--- config.mk ---
export PLATFORM = sky130hd
export DESIGN_NAME = afe_level_ctrl
export DESIGN_NICKNAME = d
export VERILOG_FILES = /design/src/rtl/vcg_pkg.sv /design/src/rtl/vcg_clamp.sv /design/src/rtl/vcg_gain_loop.sv /design/src/rtl/vcg_gain_pub.sv /design/src/rtl/afe_level_ctrl.sv
export SDC_FILE = /design/constraint.sdc
export NUM_CORES = 1
export LEC_CHECK = 0
export ABC_AREA = 0
export BUFFER_PORTS_ARGS = -buffer_cell sky130_fd_sc_hd__buf_2
export CAP_MARGIN = 10
export CORE_MARGIN = 5
export CORE_UTILIZATION = 42
export DETAILED_ROUTE_END_ITERATION = 8
export SLEW_MARGIN = 20
export SYNTH_ARGS = -nofsm -noshare
export SYNTH_HDL_FRONTEND = slang
export SYNTH_SLANG_ARGS = --single-unit
--- constraint.sdc ---
create_clock -name clk -period 4.1 [get_ports clk]
set_input_delay 0 -clock clk [delete_from_list [all_inputs] [get_ports clk]]
set_output_delay 0 -clock clk [all_outputs]
set_load 0.1 [all_outputs]
--- src/rtl/vcg_pkg.sv ---
package vcg_pkg;

    localparam int SMP_W  = 8;
    localparam int GAIN_W = 9;
    localparam int FRAC_W = 9;
    localparam int ACC_W  = GAIN_W + FRAC_W;
    localparam int THR_W  = 3;

    localparam logic [SMP_W-1:0] LUMA_LEVEL    = 8'd60;
    localparam logic [SMP_W-1:0] CHROMA_LEVEL  = 8'd128;
    localparam logic [SMP_W-1:0] SYNC_FLOOR    = 8'd1;
    localparam logic [SMP_W-1:0] SYNC_CEIL     = 8'd4;
    localparam logic [SMP_W-1:0] WHITE_LIMIT   = 8'd254;
    localparam logic [SMP_W-1:0] RECOVER_LIMIT = 8'd248;

    typedef enum logic {
        CH_LUMA   = 1'b0,
        CH_CHROMA = 1'b1
    } chan_e;

    typedef enum logic [1:0] {
        CL_HOLD = 2'b00,
        CL_UP   = 2'b01,
        CL_DOWN = 2'b10
    } clamp_e;

    typedef struct packed {
        logic sync_low;
        logic line_gain;
        logic white_peak;
        logic field_gain;
    } gain_evt_t;

    function automatic logic [SMP_W-1:0] clamp_target(chan_e ch);
        return (ch == CH_CHROMA) ? CHROMA_LEVEL : LUMA_LEVEL;
    endfunction

    function automatic logic [GAIN_W-1:0] gain_dist(logic [GAIN_W-1:0] a,
                                                    logic [GAIN_W-1:0] b);
        return (a >= b) ? (a - b) : (b - a);
    endfunction

endpackage

--- src/rtl/vcg_clamp.sv ---
module vcg_clamp
    import vcg_pkg::*;
(
    input  logic             clk,
    input  logic             rst,
    input  logic [SMP_W-1:0] sample,
    input  logic             clamp_win,
    input  logic             vblank,
    input  chan_e            chan,
    output clamp_e           cmd
);

    clamp_e           cmd_d;
    logic [SMP_W-1:0] level;

    always_comb begin
        level = clamp_target(chan);
        cmd_d = CL_HOLD;
        if (clamp_win && !vblank) begin
            if (sample < level)
                cmd_d = CL_UP;
            else if (sample > level)
                cmd_d = CL_DOWN;
        end
    end

    always_ff @(posedge clk) begin
        if (rst)
            cmd <= CL_HOLD;
        else
            cmd <= cmd_d;
    end

endmodule

--- src/rtl/vcg_gain_loop.sv ---
module vcg_gain_loop
    import vcg_pkg::*;
#(
    parameter int unsigned GAIN_RESET    = 256,
    parameter int unsigned STEP_SYNC_DN  = 64,
    parameter int unsigned STEP_LINE_UP  = 512,
    parameter int unsigned STEP_FIELD_UP = 512,
    parameter int unsigned STEP_PEAK_DN  = 512
) (
    input  logic             clk,
    input  logic             rst,
    input  logic             en,
    input  logic [SMP_W-1:0] sample,
    input  logic             sync_win,
    input  logic             vblank,
    input  logic             wp_disable,
    output logic [ACC_W-1:0] acc
);

    localparam int SUM_W = ACC_W + 2;
    localparam logic [ACC_W-1:0] ACC_RESET = ACC_W'(GAIN_RESET) << FRAC_W;
    localparam logic [SUM_W-1:0] ACC_CEIL  = SUM_W'({ACC_W{1'b1}});

    logic             sync_d;
    logic             blank_d;
    logic             peak_seen;
    logic [SMP_W-1:0] win_min;
    gain_evt_t        evt;
    logic             line_end;
    logic             field_start;
    logic             recover_hit;
    logic [SUM_W-1:0] up_amt;
    logic [SUM_W-1:0] dn_amt;
    logic [SUM_W-1:0] raised;
    logic [SUM_W-1:0] lowered;
    logic [ACC_W-1:0] acc_d;

    always_comb begin
        line_end    = sync_d & ~sync_win;
        field_start = blank_d & ~vblank;
        recover_hit = ~vblank & ~sync_win & (sample > RECOVER_LIMIT);

        evt.sync_low   = sync_win & (sample < SYNC_FLOOR);
        evt.line_gain  = line_end & (win_min > SYNC_CEIL);
        evt.white_peak = ~sync_win & ~wp_disable & (sample > WHITE_LIMIT);
        evt.field_gain = field_start & ~peak_seen;

        up_amt = (evt.line_gain  ? SUM_W'(STEP_LINE_UP)  : '0)
               + (evt.field_gain ? SUM_W'(STEP_FIELD_UP) : '0);
        dn_amt = (evt.sync_low   ? SUM_W'(STEP_SYNC_DN)  : '0)
               + (evt.white_peak ? SUM_W'(STEP_PEAK_DN)  : '0);

        raised  = SUM_W'(acc) + up_amt;
        lowered = raised - dn_amt;
        if (raised < dn_amt)
            acc_d = '0;
        else if (lowered > ACC_CEIL)
            acc_d = '1;
        else
            acc_d = ACC_W'(lowered);
    end

    always_ff @(posedge clk) begin
        if (rst) begin
            acc       <= ACC_RESET;
            sync_d    <= 1'b0;
            blank_d   <= 1'b0;
            win_min   <= '1;
            peak_seen <= 1'b0;
        end else begin
            sync_d  <= sync_win;
            blank_d <= vblank;
            if (en && !vblank)
                acc <= acc_d;
            if (sync_win)
                win_min <= (!sync_d || sample < win_min) ? sample : win_min;
            if (field_start)
                peak_seen <= recover_hit;
            else if (recover_hit)
                peak_seen <= 1'b1;
        end
    end

endmodule

--- src/rtl/vcg_gain_pub.sv ---
module vcg_gain_pub
    import vcg_pkg::*;
#(
    parameter int unsigned GAIN_RESET = 256
) (
    input  logic              clk,
    input  logic              rst,
    input  logic [GAIN_W-1:0] gain_act,
    input  logic              vblank,
    input  logic [THR_W-1:0]  thr,
    output logic [GAIN_W-1:0] gain_pub
);

    logic [GAIN_W-1:0] drift;
    logic              refresh;

    always_comb begin
        drift   = gain_dist(gain_act, gain_pub);
        refresh = !vblank && (drift > GAIN_W'(thr));
    end

    always_ff @(posedge clk) begin
        if (rst)
            gain_pub <= GAIN_W'(GAIN_RESET);
        else if (refresh)
            gain_pub <= gain_act;
    end

endmodule

--- src/rtl/afe_level_ctrl.sv ---
module afe_level_ctrl
    import vcg_pkg::*;
#(
    parameter int unsigned GAIN_RESET    = 256,
    parameter int unsigned STEP_SYNC_DN  = 64,
    parameter int unsigned STEP_LINE_UP  = 512,
    parameter int unsigned STEP_FIELD_UP = 512,
    parameter int unsigned STEP_PEAK_DN  = 512
) (
    input  logic              clk,
    input  logic              rst,
    input  logic [SMP_W-1:0]  sample,
    input  logic              clamp_win,
    input  logic              sync_win,
    input  logic              vblank,
    input  logic              chan_sel,
    input  logic              auto_en,
    input  logic [GAIN_W-1:0] static_gain,
    input  logic              wp_disable,
    input  logic [THR_W-1:0]  upd_thr,
    output logic              clamp_up,
    output logic              clamp_dn,
    output logic [GAIN_W-1:0] gain_out
);

    clamp_e            clamp_cmd;
    logic [ACC_W-1:0]  acc_q;
    logic [GAIN_W-1:0] gain_pub;

    vcg_clamp u_clamp (
        .clk       (clk),
        .rst       (rst),
        .sample    (sample),
        .clamp_win (clamp_win),
        .vblank    (vblank),
        .chan      (chan_e'(chan_sel)),
        .cmd       (clamp_cmd)
    );

    vcg_gain_loop #(
        .GAIN_RESET    (GAIN_RESET),
        .STEP_SYNC_DN  (STEP_SYNC_DN),
        .STEP_LINE_UP  (STEP_LINE_UP),
        .STEP_FIELD_UP (STEP_FIELD_UP),
        .STEP_PEAK_DN  (STEP_PEAK_DN)
    ) u_loop (
        .clk        (clk),
        .rst        (rst),
        .en         (auto_en),
        .sample     (sample),
        .sync_win   (sync_win),
        .vblank     (vblank),
        .wp_disable (wp_disable),
        .acc        (acc_q)
    );

    vcg_gain_pub #(
        .GAIN_RESET (GAIN_RESET)
    ) u_pub (
        .clk      (clk),
        .rst      (rst),
        .gain_act (acc_q[ACC_W-1 -: GAIN_W]),
        .vblank   (vblank),
        .thr      (upd_thr),
        .gain_pub (gain_pub)
    );

    assign clamp_up = (clamp_cmd == CL_UP);
    assign clamp_dn = (clamp_cmd == CL_DOWN);
    assign gain_out = auto_en ? gain_pub : static_gain;

endmodule

==> After elaboration in Yosys (flattened, before gate mapping) <==
Cells that the tools add are included.
{ "classes": {"div_mod_pow": 0, "n_mul": 0, "n_eq_ne": 2, "n_lt_le_gt_ge": 11, "addsub": 6, "reduce_logical": 10, "n_mux": 13, "n_bitwise": 14, "n_shift": 0} }
{ "op_table": {"columns": ["operator", "n"], "rows": [
  ["adder 20 bit", 2],
  ["two-way mux 18 bit", 2],
  ["two-way mux 10 bit", 3],
  ["adder 18 x 20 -> 20 bit", 1],
  ["> comparator 20 x 18 -> 1 bit, second input constant", 1],
  ["< comparator 20 bit", 1],
  ["subtractor 20 bit", 1],
  ["two-way mux 9 bit", 2],
  ["subtractor 9 bit", 2],
  ["> comparator 8 bit, second input constant", 2],
  ["< comparator 8 bit", 2],
  ["AND 1 bit", 9],
  ["greater-or-equal comparator 9 bit", 1],
  ["> comparator 9 x 3 -> 1 bit", 1],
  ["> comparator 8 x 3 -> 1 bit, second input constant", 1],
  ["> comparator 8 bit", 1],
  ["< comparator 8 x 1 -> 1 bit, second input constant", 1],
  ["two-way mux 8 bit", 1],
  ["two-way mux 7 bit", 1],
  ["NOT 1 bit", 5],
  ["logical AND 1 bit", 3],
  ["two-way mux 1 bit", 3],
  ["OR reduction 3 bit", 1],
  ["== test 2 x 1 -> 1 bit, second input constant", 1],
  ["other kinds (7)", 8]
]} }
{ "word_totals": {"output_inout_bits": 11, "n_memories": 0, "register_bits": 40, "romBits": 0, "ram_bits": 0, "latchBits": 0} }

==> Longest topological paths before layout <==
{ "depth": {"depth_word": 10, "ltp_mapped": 18} }

==> Cells and area by module <==
Synthesis repeated with hierarchy kept, for this count alone.
{ "unflattened": {"cells_unflattened": 435, "hier_area_um2": 3589.7} }
{ "by_module_without_submodules": {"columns": ["mod", "instances", "cells_each", "area_each_um2"], "rows": [
  ["vcg_gain_loop", 1, 234, 1916.8],
  ["vcg_gain_pub", 1, 170, 1332.5],
  ["vcg_clamp", 1, 19, 181.4],
  ["afe_level_ctrl", 1, 12, 158.9]
]} }

==> Worst setup path before layout <==
No wires, ideal clock.
{ "synth_path": {"path_kind": "register -> register", "start": "register u_loop.acc[11]", "end": "register u_pub.gain_pub[8]", "setup_time_ps": 79, "setup_slack_ps": 199, "n_path_buf": 2, "stages_incl_launch_ff": 19, "t_required_ps": 4021, "arrival_ps": 3822, "cell_sequence": "dfxtp_1 inv_1 ha_1 buf_2 o21ai_0 a21o_1 a211o_1 nand2_2 mux2_2 ha_1 nor2b_1 o21ai_0 a32oi_1 a211oi_1 nor4b_1 o2111a_1 buf_6 mux2_4 a211oi_2"} }
{ "synth_between": {"elab_chain_cells": 4, "elab_cells_between_ends": 6} }
{ "synth_lines": {"columns": ["item", "line_no", "rtl"], "rows": [
  ["start, declared", "vcg_gain_loop.sv:17", "output logic [ACC_W-1:0] acc"],
  ["start signal, assigned", "vcg_gain_loop.sv:65", "acc <= ACC_RESET;"],
  ["start signal, assigned", "vcg_gain_loop.sv:74", "acc <= acc_d;"],
  ["subtractor 9 bit / greater-or-equal comparator 9 bit (equally long branches)", "vcg_pkg.sv:40", "return (a >= b) ? (a - b) : (b - a);"],
  ["two-way mux 9 bit *", "vcg_pkg.sv:40", null],
  ["> comparator 9 x 3 -> 1 bit *", "vcg_gain_pub.sv:19", "refresh = !vblank && (drift > GAIN_W'(thr));"],
  ["logical AND 1 bit *", "vcg_gain_pub.sv:19", null],
  ["end signal, assigned", "vcg_gain_pub.sv:24", "gain_pub <= GAIN_W'(GAIN_RESET);"],
  ["end signal, assigned", "vcg_gain_pub.sv:26", "gain_pub <= gain_act;"],
  ["end, declared", "vcg_gain_pub.sv:11", "output logic [GAIN_W-1:0] gain_pub"]
]} }
Mark *: on every way between the ends. The rest lies on a longest branch, timed or not.
A chain may end at the register's enable or synchronous reset.

==> Final worst setup path <==
{ "layout_path": {"start": "register u_loop.win_min[0]", "end": "register u_loop.acc[13]"} }
{ "layout_between": {"elab_chain_cells": 9, "elab_cells_between_ends": 10} }
{ "layout_lines": {"columns": ["item", "line_no", "rtl"], "rows": [
  ["start, declared", "vcg_gain_loop.sv:27", "logic [SMP_W-1:0] win_min;"],
  ["start signal, assigned", "vcg_gain_loop.sv:76", "win_min <= (!sync_d || sample < win_min) ? sample : win_min;"],
  ["> comparator 8 x 3 -> 1 bit *", "vcg_gain_loop.sv:44", "evt.line_gain = line_end & (win_min > SYNC_CEIL);"],
  ["AND 1 bit *", "vcg_gain_loop.sv:44", null],
  ["two-way mux 10 bit *", "vcg_gain_loop.sv:48", "up_amt = (evt.line_gain ? SUM_W'(STEP_LINE_UP) : '0)"],
  ["adder 20 bit *", "vcg_gain_loop.sv:49", "+ (evt.field_gain ? SUM_W'(STEP_FIELD_UP) : '0);"],
  ["adder 18 x 20 -> 20 bit *", "vcg_gain_loop.sv:53", "raised = SUM_W'(acc) + up_amt;"],
  ["subtractor 20 bit", "vcg_gain_loop.sv:54", "lowered = raised - dn_amt;"],
  ["> comparator 20 x 18 -> 1 bit", "vcg_gain_loop.sv:57", "else if (lowered > ACC_CEIL)"],
  ["two-way mux 18 bit", "vcg_gain_loop.sv:57", null],
  ["two-way mux 18 bit *", "vcg_gain_loop.sv:55", "if (raised < dn_amt)"]
]} }
Marked as above.

==> run summary <==
YOSYS
---------------------------------------------------------------------------------
Most common flop cell mapped by yosys                                sky130_fd_sc_hd__dfxtp_1
Area share of xor/xnor cells in the synthesized design                     4.064%
Synthesized area per cell                                               8.076 um2
Fraction of synthesis flops using an asynchronous set or reset pin             0%
Register area share after synthesis                                        19.74%
Post-Synth Adder-Cell Area                                                 15.53%
Area of the mapped netlist                                           0.003448 mm2
Main area contributors after synthesis                               sky130_fd_sc_hd__dfxtp_1 (20%), sky130_fd_sc_hd__ha_1 (14%), sky130_fd_sc_hd__inv_1 (4.7%)
Warning count from the yosys run                                                0
Number of library cell types mapped by synthesis                               64
Number of instances in the synthesized netlist                                427
Multiplexer share of the synthesized area                                  6.604%
Post-synthesis cell type with the largest combined area              sky130_fd_sc_hd__dfxtp_1
Simple logic cell fraction of the synthesized area                         19.41%
Compound-cell area share of the yosys netlist                              26.85%
Seq cells post-synth                                                           34
Net count of the mapped netlist                                               496
Post-synth EDFFs                                                                0
Combinational family with the most area after synthesis              compound AO/OA/AOI/OAI gates
Share of Yosys cell area claimed by the top area cell type                 19.74%

STA
---------------------------------------------------------------------------------
TNS Setup                                                                    0 ns
Slew at the pin closest to its max-slew limit                           0.7527 ns
Fmax                                                                   0.2608 GHz
Slew margin rel.                                                           49.64%
Final Slew Violations                                                           0
Worst Clk Skew                                                        0.006907 ns
RSZ-0062 raised after global routing                                           no
Hold violation count in the final report                                        0
Final setup violation count                                                     0
Final critical path time including I/O delays and setup                  3.834 ns
Crit share post-route                                                      93.51%

POWER
---------------------------------------------------------------------------------
Areal power density over the cells                                   465.4 mW/mm2
Standby leakage power                                                    1.757 nW
Worst vdd rail ir drop                                                  0.2696 mV

GLOBAL ROUTING
---------------------------------------------------------------------------------
Number of global-route vias before repair                                    3180
Residual overflow from global routing                                           0
Global-route wire length before repair                                   14.79 mm
Largest net degree at the start of global routing                              35
GRT Util Overall                                                           18.08%
Initial antenna violation count                                                 0

HOLD PATH
---------------------------------------------------------------------------------
Worst hold path endpoint                                             u_loop.sync_d$_SDFF_PP0_
Class of the worst hold path                                         input pin to flop
Worst hold path stage count                                                     2
Start point of the worst min-delay path                                  sync_win

FLOORPLAN
---------------------------------------------------------------------------------
Core Footprint                                                       0.008093 mm2
Die H                                                                    100.6 um
Initial Utilization                                                        42.61%
Die X-Extent                                                             100.6 um
Die outline area                                                      0.01012 mm2
Count of boundary I/O pins                                                     39
Row Count                                                                      33

ROUTING
---------------------------------------------------------------------------------
Vias                                                                         3332
Wirelength per Cell                                                      15.69 um
Initial DRC Count                                                             193
DRC Markers                                                                     0
Detailed-route vias per instance                                            5.725
Final ANT Viol Nets                                                             0
TritonRoute pass-1 iters                                                        4
Final Routed Wirelength                                                  9.129 mm

WORST SETUP PATH
---------------------------------------------------------------------------------
Startpoint kind of the worst setup timing path                               flop
Launching point of the worst reg2reg path                            u_loop.win_min[0]$_SDFFE_PP1P_
FF-to-FF setup slack                                                      0.27 ns
Count of cells along the worst register-to-register path                       13
Critical register-to-register path endpoint                          u_loop.acc[13]$_SDFFE_PP0P_
Highest net fanout along the worst path                                        11
Critical path required time                                               4.28 ns
Arrival @ worst endpoint                                                  4.01 ns
Worst setup path category                                            flop to flop
Endpoint kind of the worst setup timing path                                 flop

CELLS AND AREA
---------------------------------------------------------------------------------
Fin nets                                                                      545
Area growth, synth to finish                                               15.09%
# fillers                                                                     836
Most used cells in the layout excluding fill and tap cells           sky130_fd_sc_hd__inv_1 (43), sky130_fd_sc_hd__buf_2 (38), sky130_fd_sc_hd__ha_1 (37), sky130_fd_sc_hd__dfxtp_1 (32), sky130_fd_sc_hd__nand2_1 (30)
Non-Filler Instances                                                          582
Multi-input gate area in the final layout                            0.002510 mm2
Final instance area                                                  0.003969 mm2
FF/Latch Area                                                           683.2 um2
Fraction of layout cells with a size suffix above 1                        21.17%
Diode count                                                                     0
Leading cell type in the layout, fill and taps excluded              sky130_fd_sc_hd__inv_1

CTS
---------------------------------------------------------------------------------
TritonCTS clock tree                                                        built
CTS Sinks                                                                      34
Number of H-tree branching levels                                               2
Clock slew seen by the registers of the worst setup and hold paths        0.08 ns
Total CTS buffers                                                               5
Root Buffer                                                          sky130_fd_sc_hd__clkbuf_8
Clock latency on the worst-skew pair                                      0.29 ns
Clk buf depth                                                                   2

PLACE
---------------------------------------------------------------------------------
Number of buffers inserted by port buffering                                   38
Post-detailed-placement half-perimeter wirelength                        7.107 mm
Post-placement cell area                                             0.003827 mm2
RePlAce Congestion                                                         0.8603
Total instance count after detailed placement                                 570

JOB
---------------------------------------------------------------------------------
Number of max-cap violations                                                    0

STATUS
---------------------------------------------------------------------------------
Run status                                                           finished, final reports clean

-- cell type report --
class / count / share of cell area (%)
timing repair buffer: 64 / 9.773
sequential: 34 / 17.21
clock inverter: 2 / 0.3153
clock buffer: 6 / 2.081
tap: 105 / 3.310
multi-input combinational: 328 / 63.24
inverter: 43 / 4.067
-- layer usage --
metal	global-route usage, %	wire length, um
met2	30.68	4467
met3	2.561	329
met4	7.047	266
met5	0	0
met1	23.01	4065
-- repair_timing --
action | CTS | global route
endpoints found under the hold margin | 1 | 0
hold buffers | 1 | 0
buffers inserted | 0 | 3
gates resized for setup | 0 | 6
endpoints found under the setup margin | 0 | 10
-- where the power goes --
group | internal, mW | switching, mW | total (mW)
logic | 0.519 | 0.677 | 1.20
registers | 0.358 | 0.0214 | 0.379
clock network | 0.135 | 0.136 | 0.271
total | 1.01 | 0.835 | 1.85
-- flip-flops by register name, summed over array words and instances, names as in the netlist --
| signal | count |
|---|---|
| u_clamp.cmd | 2 |
| u_loop.acc | 12 |
| u_loop.blank_d | 1 |
| u_loop.peak_seen | 1 |
| u_loop.sync_d | 1 |
| u_loop.win_min | 8 |
| u_pub.gain_pub | 9 |
-- cell usage after synthesis (all sizes together), types with 2 or more instances --
| master | n |
|---|---|
| a211o | 6 |
| a211oi | 9 |
| a21boi | 2 |
| a21o | 11 |
| a21oi | 20 |
| a221o | 3 |
| a22o | 3 |
| a311oi | 2 |
| a31oi | 4 |
| and3 | 2 |
| and3b | 2 |
| and4b | 2 |
| buf | 10 |
| clkbuf | 12 |
| dfxtp | 34 |
| fa | 3 |
| ha | 38 |
| inv | 43 |
| mux2 | 11 |
| mux2i | 10 |
| nand2 | 31 |
| nand2b | 7 |
| nand3 | 6 |
| nand3b | 2 |
| nand4 | 8 |
| nor2 | 19 |
| nor2b | 9 |
| nor3 | 20 |
| nor3b | 4 |
| nor4 | 4 |
| o2111ai | 2 |
| o211ai | 12 |
| o21a | 4 |
| o21ai | 25 |
| o221ai | 3 |
| o311ai | 8 |
| or3 | 3 |
| xnor2 | 7 |
| xor2 | 9 |
-- worst max-delay path: stages (launching register included) --
cell,delay (ns)
sky130_fd_sc_hd__dfxtp_1,0.36
sky130_fd_sc_hd__o21ai_0,0.12
sky130_fd_sc_hd__a311oi_1,0.36
sky130_fd_sc_hd__fa_1,0.24
sky130_fd_sc_hd__ha_1,0.27
sky130_fd_sc_hd__ha_1,0.28
sky130_fd_sc_hd__inv_1,0.09
sky130_fd_sc_hd__nor4_1,0.32
sky130_fd_sc_hd__o221ai_1,0.26
sky130_fd_sc_hd__and3b_2,0.35
sky130_fd_sc_hd__and4b_1,0.33
sky130_fd_sc_hd__nor2_1,0.22
sky130_fd_sc_hd__a21o_1,0.20
sky130_fd_sc_hd__a211o_1,0.29
-- through the flow --
step	hold slack (ns)	setup slack, ns	total power [mW]	utilization (%)
after floorplan	0.1282	0.1991	1.249	-
after global placement	0.3001	0.2768	1.525	47.29
after detailed placement	0.3020	0.1446	1.535	47.29
after CTS	0.004743	0.1303	1.816	48.59
after global routing	0.01183	0.01743	1.982	49.04
final	0.01577	0.2663	1.847	49.04
-- how the worst max path moves through the flow --
stage	to	cells after the start	startpoint	slack (ns)
3_5_place_dp	u_pub.gain_pub[5]$_SDFFE_PP0P_	16	u_loop.acc[16]$_SDFFE_PP0P_	0.14
3_3_place_gp	u_pub.gain_pub[4]$_SDFFE_PP0P_	16	u_loop.acc[16]$_SDFFE_PP0P_	0.28
4_1_cts	u_pub.gain_pub[1]$_SDFFE_PP0P_	16	u_loop.acc[16]$_SDFFE_PP0P_	0.13
5_1_grt	u_pub.gain_pub[6]$_SDFFE_PP0P_	17	u_loop.acc[10]$_SDFFE_PP0P_	0.02
2_1_floorplan	u_pub.gain_pub[8]$_SDFFE_PP1P_	18	u_loop.acc[11]$_SDFFE_PP0P_	0.20
6_report	u_loop.acc[13]$_SDFFE_PP0P_	13	u_loop.win_min[0]$_SDFFE_PP1P_	0.27
-- cell families (layout without fill, tap and decap cells) --
| kind of cell | Yosys count | after routing |
|---|---|---|
| AOI/OAI and AO/OA | 124 | 124 |
| xor gates and xnor gates | 16 | 16 |
| adders and majority gates | 41 | 41 |
| buffers and inverters | 65 | 115 |
| DFF | 34 | 34 |
| muxes | 21 | 21 |
| and+or+nand+nor | 126 | 126 |
Note: power is estimated with default switching activity, not from simulation.
